## config.mk

```make
export PLATFORM = sky130hd
export DESIGN_NAME = vic_top
export DESIGN_NICKNAME = d
export VERILOG_FILES = /design/src/rtl/vic_pkg.sv /design/src/rtl/vic_ctx.sv /design/src/rtl/vic_lane.sv /design/src/rtl/vic_top.sv
export SDC_FILE = /design/constraint.sdc
export NUM_CORES = 1
export LEC_CHECK = 0
export BUFFER_PORTS_ARGS = -buffer_cell sky130_fd_sc_hd__buf_4
export CAP_MARGIN = 10
export CORE_AREA = 10 10 47 49
export DETAILED_ROUTE_END_ITERATION = 7
export DIE_AREA = 0 0 57 59
export SYNTH_ARGS = -nofsm -noshare
export SYNTH_HDL_FRONTEND = slang
export SYNTH_SLANG_ARGS = --single-unit
```

## constraint.sdc

```tcl
create_clock -name clk -period 1.29 [get_ports clk]
set_input_delay 0.258 -clock clk [delete_from_list [all_inputs] [get_ports clk]]
set_output_delay 0.258 -clock clk [all_outputs]
set_load 0.005 [all_outputs]
```

## src/rtl/vic_pkg.sv

```systemverilog
package vic_pkg;
    localparam int NTYPE = 3;
    localparam int LW    = 2;

    localparam logic [LW-1:0] LVL_NONE = 2'd0;
    localparam logic [LW-1:0] LVL_1    = 2'd1;
    localparam logic [LW-1:0] LVL_2    = 2'd2;
    localparam logic [LW-1:0] LVL_3    = 2'd3;

    typedef struct packed {
        logic [NTYPE-1:0][LW-1:0] tgt;
        logic [NTYPE-1:0]         evt;
        logic [NTYPE-1:0]         vreq;
    } vic_state_s;

    typedef struct packed {
        logic force_route;
        logic route_ok;
        logic virt_ok;
        logic in_el3;
        logic in_el2;
    } vic_ctx_s;
endpackage

```

## src/rtl/vic_ctx.sv

```systemverilog
module vic_ctx
    import vic_pkg::*;
(
    input  logic          tge,
    input  logic          ns,
    input  logic [LW-1:0] cur_el,
    output vic_ctx_s      ctx
);
    always_comb begin
        ctx.in_el3      = (cur_el == LVL_3);
        ctx.in_el2      = (cur_el == LVL_2);
        ctx.route_ok    = ns;
        ctx.force_route = ns & tge;
        ctx.virt_ok     = ns & ~tge & (cur_el <= LVL_1);
    end
endmodule

```

## src/rtl/vic_lane.sv

```systemverilog
module vic_lane
    import vic_pkg::*;
(
    input  vic_ctx_s      ctx,
    input  logic          route_bit,
    input  logic          pend_bit,
    input  logic          el3_bit,
    output logic [LW-1:0] tgt,
    output logic          vreq
);
    logic eff_route;

    always_comb begin
        eff_route = ctx.route_ok & (route_bit | ctx.force_route);
        if (el3_bit)
            tgt = LVL_3;
        else if (ctx.in_el3)
            tgt = LVL_3;
        else if (eff_route)
            tgt = LVL_2;
        else if (ctx.in_el2)
            tgt = LVL_2;
        else
            tgt = LVL_1;
        vreq = pend_bit & route_bit & ctx.virt_ok;
    end
endmodule

```

## src/rtl/vic_top.sv

```systemverilog
module vic_top
    import vic_pkg::*;
(
    input  logic                clk,
    input  logic                rst_n,
    input  logic [NTYPE-1:0]    cfg_route,
    input  logic [NTYPE-1:0]    cfg_pend,
    input  logic                cfg_tge,
    input  logic                sec_ns,
    input  logic [NTYPE-1:0]    el3_route,
    input  logic [LW-1:0]       cur_el,
    input  logic [NTYPE-1:0]    phys_line,
    output logic [NTYPE*LW-1:0] tgt_el,
    output logic [NTYPE-1:0]    evt_out,
    output logic [NTYPE-1:0]    vreq
);
    vic_state_s st_d, st_q;
    vic_ctx_s   ctx;
    logic [LW-1:0] lane_tgt  [NTYPE];
    logic          lane_vreq [NTYPE];

    vic_ctx u_ctx (
        .tge    (cfg_tge),
        .ns     (sec_ns),
        .cur_el (cur_el),
        .ctx    (ctx)
    );

    for (genvar t = 0; t < NTYPE; t++) begin : g_lane
        vic_lane u_lane (
            .ctx       (ctx),
            .route_bit (cfg_route[t]),
            .pend_bit  (cfg_pend[t]),
            .el3_bit   (el3_route[t]),
            .tgt       (lane_tgt[t]),
            .vreq      (lane_vreq[t])
        );
    end

    always_comb begin
        st_d = st_q;
        for (int t = 0; t < NTYPE; t++) begin
            st_d.tgt[t]  = lane_tgt[t];
            st_d.vreq[t] = lane_vreq[t];
        end
        st_d.evt = phys_line;
    end

    always_ff @(posedge clk) begin
        if (!rst_n)
            st_q <= '0;
        else
            st_q <= st_d;
    end

    assign tgt_el  = st_q.tgt;
    assign evt_out = st_q.evt;
    assign vreq    = st_q.vreq;


    evt_delay_chk: assert property (@(posedge clk) disable iff (!rst_n)
        $past(rst_n) |-> evt_out == $past(phys_line));


    tge_mutes_virt_chk: assert property (@(posedge clk) disable iff (!rst_n)
        $past(rst_n && cfg_tge && sec_ns) |-> vreq == '0);


    el3_current_chk: assert property (@(posedge clk) disable iff (!rst_n)
        $past(rst_n && cur_el == LVL_3) |-> tgt_el == {NTYPE{LVL_3}});

    for (genvar t = 0; t < NTYPE; t++) begin : g_chk

        override_wins_chk: assert property (@(posedge clk) disable iff (!rst_n)
            $past(rst_n && el3_route[t]) |-> tgt_el[LW*t +: LW] == LVL_3);


        tge_forces_el2_chk: assert property (@(posedge clk) disable iff (!rst_n)
            $past(rst_n && cfg_tge && sec_ns && !el3_route[t] && cur_el != LVL_3)
            |-> tgt_el[LW*t +: LW] == LVL_2);


        vreq_needs_pend_chk: assert property (@(posedge clk) disable iff (!rst_n)
            vreq[t] |-> $past(cfg_pend[t] && cfg_route[t] && cur_el <= LVL_1));


        tgt_never_none_chk: assert property (@(posedge clk) disable iff (!rst_n)
            $past(rst_n) |-> tgt_el[LW*t +: LW] != LVL_NONE);
    end
endmodule

```

==> impl_metrics.env, run 1 <==
export IMPL_max_stage_delay_ps=310
export IMPL_pre_cts_slack_ps=290
export IMPL_timing_final_ws_setup_ps=331
export IMPL_synth_compound_area_share_pct=16.4
export IMPL_ys_warn_count=0
export IMPL_antenna_cells=0
export IMPL_multi_input_area_um2=155
export IMPL_synth_net_count=54
export IMPL_min_period_ps=959
export IMPL_synth_top_family_by_area="simple AND/OR/NAND/NOR gates"
export IMPL_min_path_cells=2
export IMPL_cts_resized=0
export IMPL_grt_pass1_wl_um=1790
export IMPL_globalRouteOverflowTotal=0
export IMPL_ys_ff_latch=12
export IMPL_p_sw_share_pct=20.8
export IMPL_yosys_area_share_simple_pct=21.3
export IMPL_wl_per_cell_um=13.1
export IMPL_h_tree_depth=1
export IMPL_dr_pass1_iters=3
export IMPL_root_buffer="clkbuf_4"
export IMPL_maxSlewViolCount=0
export IMPL_routed_via_density=4.48
export IMPL_drv_cap=0
export IMPL_die_w_um=57
export IMPL_min_from="phys_line[1]"
export IMPL_grt_pass1_vias=437
export IMPL_avgSynthCellArea_um2=11.4
export IMPL_cts_setup_buffers=0
export IMPL_cp_cell_sequence="buf_4"
export IMPL_cp_arrival_ps=700
export IMPL_cts_buffers=3
export IMPL_final_layout_size_suffix_gt1_share_pct=50.7
export IMPL_crit_required_ps=1030
export IMPL_synth_seq_area_share_pct=58.4
export IMPL_worst_slew_pin_slew_ps=319
export IMPL_fillers=147
export IMPL_p_comb_share_pct=13.5
export IMPL_fin_area_um2=669
export IMPL_ir_worst_vdd_uv=618
export IMPL_synth_adder_area_share_pct=0
export IMPL_worst_path_buf_inv=1
export IMPL_num_io_pins=30
export IMPL_initial_core_util_pct=29.4
export IMPL_syn_instance_count=36
export IMPL_track_usage_pct=6.86
export IMPL_hold_class="primary input to register"
export IMPL_synth_top_cell_area_share_pct=58.4
export IMPL_rsz0062_at_grt="no"
export IMPL_layout_nets=86
export IMPL_drc=0
export IMPL_critPathTopFamily="flip-flops"
export IMPL_yosysTopAreaCell="dfxtp_1"
export IMPL_hold_end="evt_out[1]"
export IMPL_clock_fmax_mhz=1040
export IMPL_clkPwrFrac_pct=37.1
export IMPL_critPathLaunchType="register"
export IMPL_powerDensity_mw_per_mm2=1190
export IMPL_clk_path_buf_depth=2
export IMPL_cts_hold_buffers=0
export IMPL_setup_viol=0
export IMPL_antenna_found_initial=0
export IMPL_synth_most_common_cell="dfxtp_1"
export IMPL_portBuffers=29
export IMPL_synth_area_leaders="dfxtp_1 (58%), o311a_1 (7.3%), or3b_1 (6.4%), a21boi_0 (5.5%), and2_1 (4.6%)"
export IMPL_run_status="completed"
export IMPL_drt_initial_drc_count=4
export IMPL_grt_max_degree=11
export IMPL_antenna_left=0
export IMPL_fp_dieArea_mm2=0.00336
export IMPL_cp_slowest_cell="dfxtp_1"
export IMPL_met2_length_um=570
export IMPL_die_y_um=59
export IMPL_seq_area_um2=240
export IMPL_synth_mux_area_share_pct=0
export IMPL_finalWirelength_um=1090
export IMPL_cp_end_kind="output pin"
export IMPL_intPower_w=0.000632
export IMPL_relSlewSlack_pct=78.5
export IMPL_seqPwrFrac_pct=49.4
export IMPL_vias=372
export IMPL_syn_area_um2=412
export IMPL_clk_pin_slew_worst_paths_ps=70
export IMPL_worstSetupPathType="register to output pin"
export IMPL_synth_edff_count=0
export IMPL_cts_sinks=12
export IMPL_yosysUniqueCellTypes=11
export IMPL_timing_setup_tns_ps=0
export IMPL_wl_met3_um=118
export IMPL_place_hpwl_um=899
export IMPL_cts_tree="done"
export IMPL_ys_flop_type="dfxtp_1"
export IMPL_wl_met1_um=394
export IMPL_dp_cells=79
export IMPL_globalplace_congestion=0.660
export IMPL_layoutNonFillerInstCount=83
export IMPL_hold_viol_final=0
export IMPL_finalCritPeriodShare_pct=74.4
export IMPL_synth_xor_area_share_pct=0
export IMPL_fp_row_count=14
export IMPL_place_area_um2=633
export IMPL_p_switching_w=0.000166
export IMPL_highest_layer="met4"
export IMPL_async_flop_share_pct=0
export IMPL_syn2layout_area_growth_pct=62.6
export IMPL_core_area_mm2=0.00140
export IMPL_power_leakage_nw=0.328
export IMPL_path_max_fanout=1
logic make-up (layout without fill, tap and decap cells):
family | Yosys count | count (layout)
simple gates | 13 | 13
buf+inv | 2 | 33
flops | 12 | 12
compound gates | 9 | 9
through the flow:
stage / hold WS (ps) / utilization, % / total power (W)
after detailed placement: 471 / 45.2 / 0.000513
after CTS: 174 / 47.8 / 0.000822
final: 191 / 47.8 / 0.000798
after floorplan: 385 / - / 0.000438
after global placement: 465 / 45.2 / 0.000512
after global routing: 179 / 47.8 / 0.000844
state kept, by name, indices dropped and copies added (netlist names):
| signal | flops |
|---|---|
| evt_out | 3 |
| tgt_el | 6 |
| vreq | 3 |
cells in the final DEF, fill, tap and decap left out:
cell type  instances
buf_4             29
dfxtp_1           12
o21ai_0            3
or3b_1             3
o311a_1            3
nor2_1             3
a21boi_0           3
and2_1             3
and3_1             3
clkbuf_4           3
and4bb_2           1
clkbuf_8           1
power by group through the flow:
stage / Combinational, W / Clock (W) / Sequential [W]
after detailed placement: 0.000110 / 0 / 0.000403
after CTS: 0.000110 / 0.000317 / 0.000394
final: 0.000107 / 0.000296 / 0.000394
after floorplan: 0.0000317 / 0 / 0.000406
after global routing: 0.000119 / 0.000329 / 0.000397
after global placement: 0.000109 / 0 / 0.000403
worst max path at each step:
| stage | cells past startpoint | endpoint | startpoint |
|---|---|---|---|
| 3_5_place_dp | 3 | tgt_el[0] | el3_route[0] |
| 3_3_place_gp | 3 | tgt_el[0] | el3_route[0] |
| 6_report | 1 | tgt_el[4] | tgt_el[4] |
| 4_1_cts | 1 | tgt_el[4] | tgt_el[4] |
| 2_1_floorplan | 3 | tgt_el[0] | cur_el[1] |
| 5_1_grt | 1 | tgt_el[0] | tgt_el[0] |
metal layers:
metal,track usage (%),vias to the layer above
met5,0,-
li1,-,191
met4,6.04,0
met2,11.0,14
met1,5.90,165
met3,4.29,2
cell type report:
type | count | share of cell area (%)
multi-input cells | 22 | 23.2
repair buffers | 29 | 32.5
clock buffers | 4 | 5.42
well taps | 16 | 2.99
flip-flops and latches | 12 | 35.9
(Power assumes the default switching activity.)
==> run 2, diff against run 1 <==
--- a/config.mk
+++ b/config.mk
@@ -10,6 +10,7 @@
 export CORE_AREA = 10 10 47 49
 export DETAILED_ROUTE_END_ITERATION = 7
 export DIE_AREA = 0 0 57 59
+export PLACE_DENSITY = 0.66
 export SYNTH_ARGS = -nofsm -noshare
 export SYNTH_HDL_FRONTEND = slang
 export SYNTH_SLANG_ARGS = --single-unit
==> constraint.sdc (replaced) <==
create_clock -name clk -period 0.8 [get_ports clk]
set_input_delay 0.16 -clock clk [delete_from_list [all_inputs] [get_ports clk]]
set_output_delay 0.16 -clock clk [all_outputs]
set_load 0.005 [all_outputs]
==> run 2 against run 1 <==
Compared with the run above: the run now ends with setup timing left; critical path type unchanged; largest cell class is now buffers; die area did not move; worst hold slack got worse by 93 ps; flip-flop and latch count did not move; count of clock-buffer cells in the layout did not move; critical endpoint is now vreq[1].
==> impl_metrics.env, run 2 (synthesis results as in run 1) <==
export IMPL_powerDensity_mw_per_mm2=1790
export IMPL_hold_class="primary input to register"
export IMPL_multi_input_area_um2=155
export IMPL_grt_max_degree=10
export IMPL_clkPwrFrac_pct=35.9
export IMPL_grt_pass1_vias=429
export IMPL_clk_path_buf_depth=2
export IMPL_postLayoutCoreUtil_pct=52.6
export IMPL_power_leakage_nw=0.360
export IMPL_largest_register_ffs=6
export IMPL_p_switching_w=0.000270
export IMPL_setup_viol=12
export IMPL_cts_buffers=3
export IMPL_layout_nets=91
export IMPL_violations="setup timing"
export IMPL_layout_commonest_cell="buf_4"
export IMPL_finalWirelength_um=1200
export IMPL_min_period_ps=854
export IMPL_root_buffer="clkbuf_4"
export IMPL_p_comb_share_pct=15.3
export IMPL_initial_core_util_pct=29.4
export IMPL_p_sw_share_pct=20.5
export IMPL_worst_path_buf_inv=1
export IMPL_run_status="finished, violations left"
export IMPL_critPathTopFamily="flip-flops"
export IMPL_place_hpwl_um=970
export IMPL_cp_arrival_ps=690
export IMPL_cts_sinks=12
export IMPL_fp_dieArea_mm2=0.00336
export IMPL_cts_hold_buffers=0
export IMPL_vias=404
export IMPL_num_io_pins=30
export IMPL_fp_row_count=14
export IMPL_h_tree_depth=1
export IMPL_path_max_fanout=1
export IMPL_drv_cap=0
export IMPL_cp_end_kind="output pin"
export IMPL_relSlewSlack_pct=80.2
export IMPL_portBuffers=29
export IMPL_globalplace_congestion=0.643
export IMPL_holdWs_ps=97.9
export IMPL_worstSetupPathType="register to output pin"
export IMPL_grt_pass1_wl_um=1870
export IMPL_critPathLaunchType="register"
export IMPL_core_area_mm2=0.00140
export IMPL_cts_setup_buffers=0
export IMPL_pre_cts_slack_ps=-87.8
export IMPL_dr_pass1_iters=3
export IMPL_ir_worst_vdd_uv=853
export IMPL_antenna_left=0
export IMPL_intPower_w=0.00105
export IMPL_cp_cell_sequence="buf_4"
export IMPL_syn2layout_area_growth_pct=79.0
export IMPL_cts_tree="done"
export IMPL_final_layout_size_suffix_gt1_share_pct=62.5
export IMPL_crit_required_ps=640
export IMPL_fillers=137
export IMPL_timing_final_ws_setup_ps=-54.0
export IMPL_max_stage_delay_ps=300
export IMPL_routed_via_density=4.59
export IMPL_hold_viol_final=0
export IMPL_finalCritPeriodShare_pct=107
export IMPL_drt_initial_drc_count=7
export IMPL_cp_slowest_cell="dfxtp_1"
export IMPL_seq_area_um2=248
export IMPL_die_y_um=59
export IMPL_drc=0
export IMPL_track_usage_pct=7.09
export IMPL_antenna_found_initial=0
export IMPL_worst_slew_pin_slew_ps=294
export IMPL_layout_common_cells="buf_4 (28), dfxtp_2 (6), dfxtp_1 (6), buf_6 (6)"
export IMPL_wl_per_cell_um=13.6
export IMPL_maxSlewViolCount=0
export IMPL_seqPwrFrac_pct=48.8
export IMPL_rsz0062_at_grt="yes"
export IMPL_globalRouteOverflowTotal=0
export IMPL_clk_pin_slew_worst_paths_ps=80
export IMPL_clock_fmax_mhz=1170
export IMPL_antenna_cells=0
export IMPL_die_w_um=57
run 2: cell types whose count changed in the layout (fill, tap and decap cells not counted), sizes merged:
cell and delta:
buf +5
run 2: power groups by stage:
stage	Sequential [W]	Clock (W)	Combinational (W)
2_1_floorplan	0.000655	0	0.0000531
3_3_place_gp	0.000650	0	0.000194
3_5_place_dp	0.000650	0	0.000196
4_1_cts	0.000637	0.000491	0.000199
5_1_grt	0.000645	0.000530	0.000224
6_report	0.000642	0.000472	0.000201
run 2: area by class of cell:
class / instances / share of cell area [%]
flip-flops and latches: 12 / 33.6
well taps: 16 / 2.72
clock buffers: 4 / 4.92
multi-input cells: 22 / 21.1
repair buffers: 34 / 37.7
run 2: per-layer routing:
metal / vias up / track usage (%) / share of wire, %
met5: - / 0 / 0
met1: 183 / 6.40 / 37
met3: 2 / 4.72 / 11
met4: 0 / 4.03 / 0.83
met2: 16 / 11.8 / 51
li1: 203 / - / -
run 2: per-stage QoR:
stage	TNS (ps)	std cells	instance area [µm²]	total power, W
after floorplan	-47.6	36	415	0.000708
after global placement	-308	84	671	0.000844
after detailed placement	-335	84	671	0.000847
after CTS	-773	88	711	0.00133
after global routing	-1010	88	737	0.00140
final	-600	88	737	0.00132
run 2: path summary, 6_finish.rpt:
kind / start / end / slack, ps / cells after the start
max: vreq[1] / vreq[1] / -50 / 1
min: phys_line[2] / evt_out[2] / 100 / 2
run 2: timing repair:
| item | 4_1_cts | 5_1_grt |
|---|---|---|
| pin swaps | 0 | 0 |
| endpoints found under the setup margin | 12 | 12 |
| cloned | 0 | 0 |
| gates resized for setup | 1 | 11 |
